File: src/rtl/audio_ctl_i2c_slave.sv
module audio_ctl_i2c_slave #(
  parameter logic [6:0] DEV_ADDR    = 7'h44,
  parameter int         SYNC_STAGES = 2,
  parameter int         FILT_LEN    = 3
) (
  input  logic       clk,
  input  logic       rst_n,
  input  logic       scl_in,
  input  logic       sda_in,
  output logic       sda_oe,
  output logic       wr_stb,
  output logic [2:0] wr_idx,
  output logic [7:0] sel_q,
  output logic [7:0] gain_q,
  output logic [7:0] vol_q,
  output logic [7:0] bass_q,
  output logic [7:0] mid_q,
  output logic [7:0] treb_q,
  output logic [7:0] att_r_q,
  output logic [7:0] att_l_q
);

  localparam logic [7:0] WR_ADDR = {DEV_ADDR, 1'b0};

  typedef enum logic [2:0] {S_IDLE, S_ADDR, S_SUB, S_DATA, S_SKIP} st_t;

  function automatic logic [7:0] rst_val(input logic [2:0] k);
    case (k)
      3'd0:    return 8'h02;
      3'd1:    return 8'h0E;
      3'd2:    return 8'h38;
      3'd3:    return 8'h07;
      3'd4:    return 8'h0E;
      3'd5:    return 8'h0E;
      default: return 8'h78;
    endcase
  endfunction

  logic [SYNC_STAGES-1:0] scl_sy, sda_sy;
  logic [FILT_LEN-1:0]    scl_h, sda_h;
  logic                   scl_f, sda_f, scl_d, sda_d;

  always_ff @(posedge clk or negedge rst_n)
    if (!rst_n) begin
      scl_sy <= '1;
      sda_sy <= '1;
      scl_h  <= '1;
      sda_h  <= '1;
      scl_f  <= 1'b1;
      sda_f  <= 1'b1;
      scl_d  <= 1'b1;
      sda_d  <= 1'b1;
    end else begin
      scl_sy <= {scl_sy[SYNC_STAGES-2:0], scl_in};
      sda_sy <= {sda_sy[SYNC_STAGES-2:0], sda_in};
      scl_h  <= {scl_h[FILT_LEN-2:0], scl_sy[SYNC_STAGES-1]};
      sda_h  <= {sda_h[FILT_LEN-2:0], sda_sy[SYNC_STAGES-1]};
      if (&scl_h) scl_f <= 1'b1; else if (~|scl_h) scl_f <= 1'b0;
      if (&sda_h) sda_f <= 1'b1; else if (~|sda_h) sda_f <= 1'b0;
      scl_d  <= scl_f;
      sda_d  <= sda_f;
    end

  wire scl_rise = scl_f & ~scl_d;
  wire scl_fall = ~scl_f & scl_d;
  wire start_c  = scl_f & scl_d & sda_d & ~sda_f;
  wire stop_c   = scl_f & scl_d & ~sda_d & sda_f;

  st_t        st;
  logic [3:0] bitcnt;
  logic [7:0] sh;
  logic [3:0] idx;
  logic       inc;
  logic       ack;
  logic [7:0] bank [8];

  always_ff @(posedge clk or negedge rst_n)
    if (!rst_n) begin
      st     <= S_IDLE;
      bitcnt <= '0;
      sh     <= '0;
      idx    <= '0;
      inc    <= 1'b0;
      ack    <= 1'b0;
      wr_stb <= 1'b0;
      wr_idx <= '0;
      for (int i = 0; i < 8; i++) bank[i] <= rst_val(3'(i));
    end else begin
      wr_stb <= 1'b0;
      if (start_c) begin
        st     <= S_ADDR;
        bitcnt <= '0;
        ack    <= 1'b0;
      end else if (stop_c) begin
        st     <= S_IDLE;
        bitcnt <= '0;
        ack    <= 1'b0;
      end else if (st != S_IDLE && st != S_SKIP) begin
        if (scl_rise && bitcnt < 4'd8) begin
          sh     <= {sh[6:0], sda_f};
          bitcnt <= bitcnt + 4'd1;
        end else if (scl_fall && bitcnt == 4'd8) begin
          bitcnt <= 4'd9;
          case (st)
            S_ADDR:
              if (sh == WR_ADDR) begin
                ack <= 1'b1;
                st  <= S_SUB;
              end else begin
                st  <= S_SKIP;
              end
            S_SUB: begin
              idx <= sh[3:0];
              inc <= sh[4];
              ack <= 1'b1;
              st  <= S_DATA;
            end
            default: begin
              ack <= 1'b1;
              if (!idx[3]) begin
                bank[idx[2:0]] <= sh;
                wr_stb         <= 1'b1;
                wr_idx         <= idx[2:0];
                if (inc) idx <= idx + 4'd1;
              end
            end
          endcase
        end else if (scl_fall && bitcnt == 4'd9) begin
          bitcnt <= '0;
          ack    <= 1'b0;
        end
      end
    end

  assign sda_oe  = ack;
  assign sel_q   = bank[0];
  assign gain_q  = bank[1];
  assign vol_q   = bank[2];
  assign bass_q  = bank[3];
  assign mid_q   = bank[4];
  assign treb_q  = bank[5];
  assign att_r_q = bank[6];
  assign att_l_q = bank[7];

  wire [63:0] bank_flat = {bank[7], bank[6], bank[5], bank[4],
                           bank[3], bank[2], bank[1], bank[0]};


  ack_on_low_chk: assert property (@(posedge clk) disable iff (!rst_n)
    $rose(sda_oe) |-> !scl_f);


  skip_quiet_chk: assert property (@(posedge clk) disable iff (!rst_n)
    (st == S_SKIP) |-> (!sda_oe && !wr_stb));


  strobe_single_chk: assert property (@(posedge clk) disable iff (!rst_n)
    wr_stb |=> !wr_stb);


  regs_hold_chk: assert property (@(posedge clk) disable iff (!rst_n)
    !wr_stb |-> $stable(bank_flat));


  idle_quiet_chk: assert property (@(posedge clk) disable iff (!rst_n)
    (st == S_IDLE) |-> !sda_oe);

endmodule

File: config.mk
export PLATFORM = sky130hd
export DESIGN_NAME = audio_ctl_i2c_slave
export DESIGN_NICKNAME = d
export VERILOG_FILES = /design/src/rtl/audio_ctl_i2c_slave.sv
export SDC_FILE = /design/constraint.sdc
export NUM_CORES = 1
export LEC_CHECK = 0
export CELL_PAD_IN_SITES_DETAIL_PLACEMENT = 2
export CELL_PAD_IN_SITES_GLOBAL_PLACEMENT = 2
export CORE_MARGIN = 1.5
export CORE_UTILIZATION = 33
export DETAILED_ROUTE_END_ITERATION = 8
export PLACE_DENSITY_LB_ADDON = 0.1
export SYNTH_ARGS = -nofsm -noshare
export SYNTH_HDL_FRONTEND = slang
export SYNTH_SLANG_ARGS = --single-unit
File: constraint.sdc
create_clock -name clk -period 2.2 [get_ports clk]
set_clock_uncertainty 0.15 [all_clocks]
set_input_delay 0.33 -clock clk [delete_from_list [all_inputs] [get_ports clk]]
set_output_delay 0.33 -clock clk [all_outputs]
set_load 0.005 [all_outputs]
Word level (Yosys, flattened, before mapping)
Index checks and enable logic that the tools add are counted.
W data, S select, Z words.
{"block": "classes", "shift": 0, "add_sub_neg": 2, "n_lt_le_gt_ge": 3, "reduce_logical": 25, "n_mul": 0, "mux": 38, "div": 0, "eq_ne": 11, "bitwise_logic": 18}
{"operator": "$bwmux W64", "count": 1}
{"operator": "$mux W4", "count": 8}
{"operator": "$demux W8 S3", "count": 1}
{"operator": "$mux W1", "count": 19}
{"operator": "$mux W3", "count": 6}
{"operator": "$reduce_and A4 Y1", "count": 3}
{"operator": "$reduce_and A6 Y1", "count": 2}
{"operator": "$not A1 Y1", "count": 10}
{"operator": "$reduce_bool A3 Y1", "count": 3}
{"operator": "$add A4 B1 Y4 const B", "count": 2}
{"operator": "$eq A4 B4 Y1 const B", "count": 2}
{"operator": "$eq A8 B8 Y1 const B", "count": 1}
{"operator": "$mux W8", "count": 1}
{"operator": "$pmux W4 S2", "count": 1}
{"operator": "$reduce_and A8 Y1", "count": 1}
{"operator": "$reduce_bool A4 Y1", "count": 2}
{"operator": "$and A1 B1 Y1", "count": 7}
{"operator": "$reduce_and A7 Y1", "count": 1}
{"operator": "$ne A3 B3 Y1 const B", "count": 2}
{"operator": "$pmux W3 S2", "count": 1}
{"operator": "$reduce_and A3 Y1", "count": 2}
{"operator": "$reduce_or A3 Y1", "count": 2}
{"operator": "$logic_and A1 B1 Y1", "count": 5}
{"operator": "$ne A5 B5 Y1 const B", "count": 1}
{"operator": "12 further kinds", "count": 13}
{"block": "word_totals", "latch_bits": 0, "output_inout_bits": 69, "ram_bits": 0, "in_bits": 4, "ff_bits": 103, "mem_bits_ro": 0, "memories": 0, "elab_cells": 122}

Depth between registers and ports, before layout
{"block": "logic_depth", "depth_word": 9, "depth_mapped": 6, "depth_no_buf": 6}

Worst setup path before layout
No wires, ideal clock.
{"block": "synth_timing", "path_kind": "reg2reg", "startpoint": "register scl_d", "endpoint": "register bank, in the netlist treb_q[0]", "required_time_ns": 1.925, "path_stages_with_launch": 7, "setup_slack_ns": 0.024, "arrival_ns": 1.901, "synth_period_minus_slack_ns": 2.176, "path_cell_list": "dfstp_2 and4bb_1 buf_6 nand3_4 or4_4 buf_6 mux2_4"}
{"block": "synth_between", "elab_chain_cells": 5, "word_cells_on_any_way": 14}
{"item": "start: declaration", "line_no": "41", "text": "logic scl_f, sda_f, scl_d, sda_d;"}
{"item": "start signal: assignment", "line_no": "60", "text": "scl_d <= scl_f;"}
{"item": "$and A1 B1 Y1 / $not A1 Y1 (equally long branches)", "line_no": "66, 67, 64"}
{"item": "$and A1 B1 Y1 (on tied branches)", "line_no": "67, 64, 66"}
{"item": "$and A1 B1 Y1 (tied with other cells)", "line_no": "67", "text": "wire stop_c = scl_f & scl_d & ~sda_d & sda_f;"}
{"item": "$not A1 Y1 (no line)"}
{"item": "$reduce_and A7 Y1 (no line) *"}
{"item": "end signal: indexed assignment", "line_no": "121", "text": "bank[idx[2:0]] <= sh;"}
{"item": "end: declaration", "line_no": "75", "text": "logic [7:0] bank [8];"}
Every way passes the cells marked *; elsewhere a longest branch is shown, timed or not.
A chain may end at the register's enable or synchronous reset.

Worst setup path after layout
{"block": "layout_timing", "startpoint": "register scl_d", "endpoint": "register bank, in the netlist treb_q[7]"}
The elaborated chain is that of the path after synthesis.

==> flow_summary.json <==
{
  "synth_fp_nets": 300,
  "fin_nets": 394,
  "clock-sinks": 103,
  "num_antenna_cells": 0,
  "grt_usage": 0.166,
  "required_ps": 2280,
  "grt_max_degree": 45,
  "numPortBuffers": 72,
  "ys_seq_area_frac": 0.608,
  "start_kind": "flop",
  "synth.distinct_cells": 49,
  "clk_path_buf_depth": 2,
  "rows": 41,
  "synth_area_sq_mm": 0.00431,
  "rsz0062_at_grt": "false",
  "ys_warn_count": 0,
  "cts_root_buffer": "clkbuf_16",
  "drt_iter0_drc": 42,
  "synthDominantCellAreaShare": 0.377,
  "cts_buffers": 9,
  "p_leak_nw": 2.55,
  "start_util": 0.340,
  "relSlewSlack": 0.606,
  "endpoint_kind": "flop",
  "min_period_ps": 2140,
  "clkTransAtPathRegs_ps": 70,
  "final.setup.tns_ps": 0,
  "synth_area_leader_cell": "dfrtp_1",
  "power_density_mw_per_mm2": 800,
  "die_x_um": 117,
  "synth_area_leaders": "dfrtp_1 38%, dfstp_2 23%, mux2_2 18%",
  "globalRoute.totalOverflow": 0,
  "area_growth_syn_to_layout_pct": 32.7,
  "via_count": 2714,
  "routedWlPerCell_um": 19.0,
  "cts_tree": "yes",
  "wl_um": 10700,
  "slowest_stage": "or4_4",
  "crit_type": "flop to flop",
  "syn_area_per_cell_sq_um": 14.8,
  "fin_hold_ws_ps": 206,
  "finalCritPeriodShare": 0.972,
  "place_congestion": 0.731,
  "ys_seq_elements": 103,
  "vdd_drop_max_mv": 0.551,
  "die_area_sq_mm": 0.0138,
  "final_cell_mix": "71 x clkdlybuf4s50_1, 69 x mux2_2, 65 x dfrtp_1",
  "cap_violations": 0,
  "ys_async_sr_fraction": 1.00,
  "drt-pass1-iter-count": 4,
  "hold_path.class": "flop to flop",
  "synth_ff_type": "dfrtp_1",
  "via_per_inst": 4.82,
  "grt_pass1_wl_um": 17400,
  "worst_pin_slew_ps": 592,
  "grt_pass1_vias": 3088,
  "core_area_sq_mm": 0.0127,
  "synth_edf_count": 0,
  "worst-path-buf-inv": 0,
  "chipHeight_um": 117,
  "crit_path_max_fanout": 8,
  "dp_hpwl_um": 7420,
  "cts_max_level": 3,
  "fill_cells": 1252,
  "status": "finished clean",
  "crit_path_max_incr_delay_ps": 610,
  "insertion_delay_ps": 350,
  "drv_slew": 0,
  "drc": 0,
  "antenna_found_initial": 0,
  "arrival_ps": 2220,
  "io_pins": 73,
  "synthCells": 292,
  "ant_nets": 0,
  "cp_cell_sequence": "and4bb_2 > nand3_4 > or4_4 > mux2_4",
  "final_common_cell": "clkdlybuf4s50_1",
  "setup_viol": 0,
  "fmax_ghz": 0.468,
  "crit_family": "simple AND/OR/NAND/NOR gates",
  "drive_above_1_share": 0.450,
  "finalHoldViolCount": 0
}
==> power by group <==
| group | total [mW] | leakage, nW | internal (mW) | switching [mW] |
|---|---|---|---|---|
| sequential | 2.10 | 1.29 | 2.02 | 0.0822 |
| combinational | 0.769 | 1.10 | 0.306 | 0.463 |
| clock | 1.70 | 0.165 | 0.980 | 0.723 |
==> layout make-up <==
class	count	area [sq um]	share of cell area
sequential	103	2630	0.459
multi-input combinational	160	1550	0.270
timing repair buffer	101	967	0.169
clock buffer	12	300	0.0525
tap	172	215	0.0376
inverter	11	41.3	0.00721
clock inverter	4	28.8	0.00503
==> kinds of logic (layout without fill, tap and decap cells) <==
family,count (synthesis),in the layout,share of synthesized area
mux,77,77,0.208
compound gates,33,33,0.0528
simple gates,43,43,0.0795
flops,103,103,0.608
buf+inv,29,128,0.0334
xor+xnor,2,2,0.00406
fa+ha+maj,5,5,0.0139
==> registers in the layout, summed over array words and instances, names as in the netlist, 2 cells and up <==
signal and flops:
att_l_q 8, att_r_q 8, bass_q 8, bitcnt 4, gain_q 8, idx 4, mid_q 8, scl_h 3
scl_sy 2, sda_h 3, sda_sy 2, sel_q 8, sh 8, st 3, treb_q 8, vol_q 8
wr_idx 3
==> through the flow <==
| step | cell area, sq um | total power [mW] | util | std cells | setup WS [ps] |
|---|---|---|---|---|---|
| after floorplan | 4310 | 2.51 | - | 292 | 23.9 |
| after global placement | 5380 | 2.90 | 0.425 | 546 | 78.0 |
| after detailed placement | 5380 | 2.93 | 0.425 | 546 | 55.9 |
| after CTS | 5720 | 4.66 | 0.451 | 563 | 41.5 |
| after global routing | 5720 | 4.79 | 0.452 | 563 | 0.939 |
| final | 5720 | 4.58 | 0.452 | 563 | 62.0 |
==> path summary, 6_finish.rpt <==
path                                 from  slack (ps)         to  depth (start not counted)
worst min register to register  sda_sy[1]         210   sda_h[0]                          0
worst min-delay path            sda_sy[1]         210   sda_h[0]                          0
max in group asynchronous           rst_n         830   mid_q[3]                          3
min in group asynchronous           rst_n         370     sda_oe                          2
worst max-delay path                scl_d          60  treb_q[7]                          4
worst max register to register      scl_d          60  treb_q[7]                          4
==> synth_stat cells (2+ instances only) <==
master and count:
or3b_2 2, nor2_1 8, mux2_4 8, buf_4 3
dfstp_2 38, and3_2 2, clkbuf_1 11, o21ai_0 6
ha_1 4, nand2b_1 4, buf_6 3, a2bb2oi_1 3
a21oi_1 9, nand2_1 6, o22ai_1 3, inv_1 11
mux2_2 69, nand4_1 2, nand3_1 2, o22a_1 4
nor4_4 2, dfrtp_1 65
==> per-layer routing <==
layer	share of wire	track usage	vias up	wire length, um
li1	-	-	1220	-
met1	0.43	0.193	1430	4570
met2	0.51	0.290	53	5430
met3	0.048	0.0477	11	512
met4	0.016	0.0648	0	171
met5	0	0	-	0
==> what timing repair did <==
item	CTS	global route
setup buffers	0	0
hold endpoints to repair	29	0
hold buffers	1	0
gates resized for setup	0	2
endpoints found under the setup margin	0	11
==> worst reg2reg max path: stages, from the launching register on <==
cell and delay (ps):
dfstp_2 540, and4bb_2 280, nand3_4 110, or4_4 610, mux2_4 330
(Power assumes the default switching activity.)
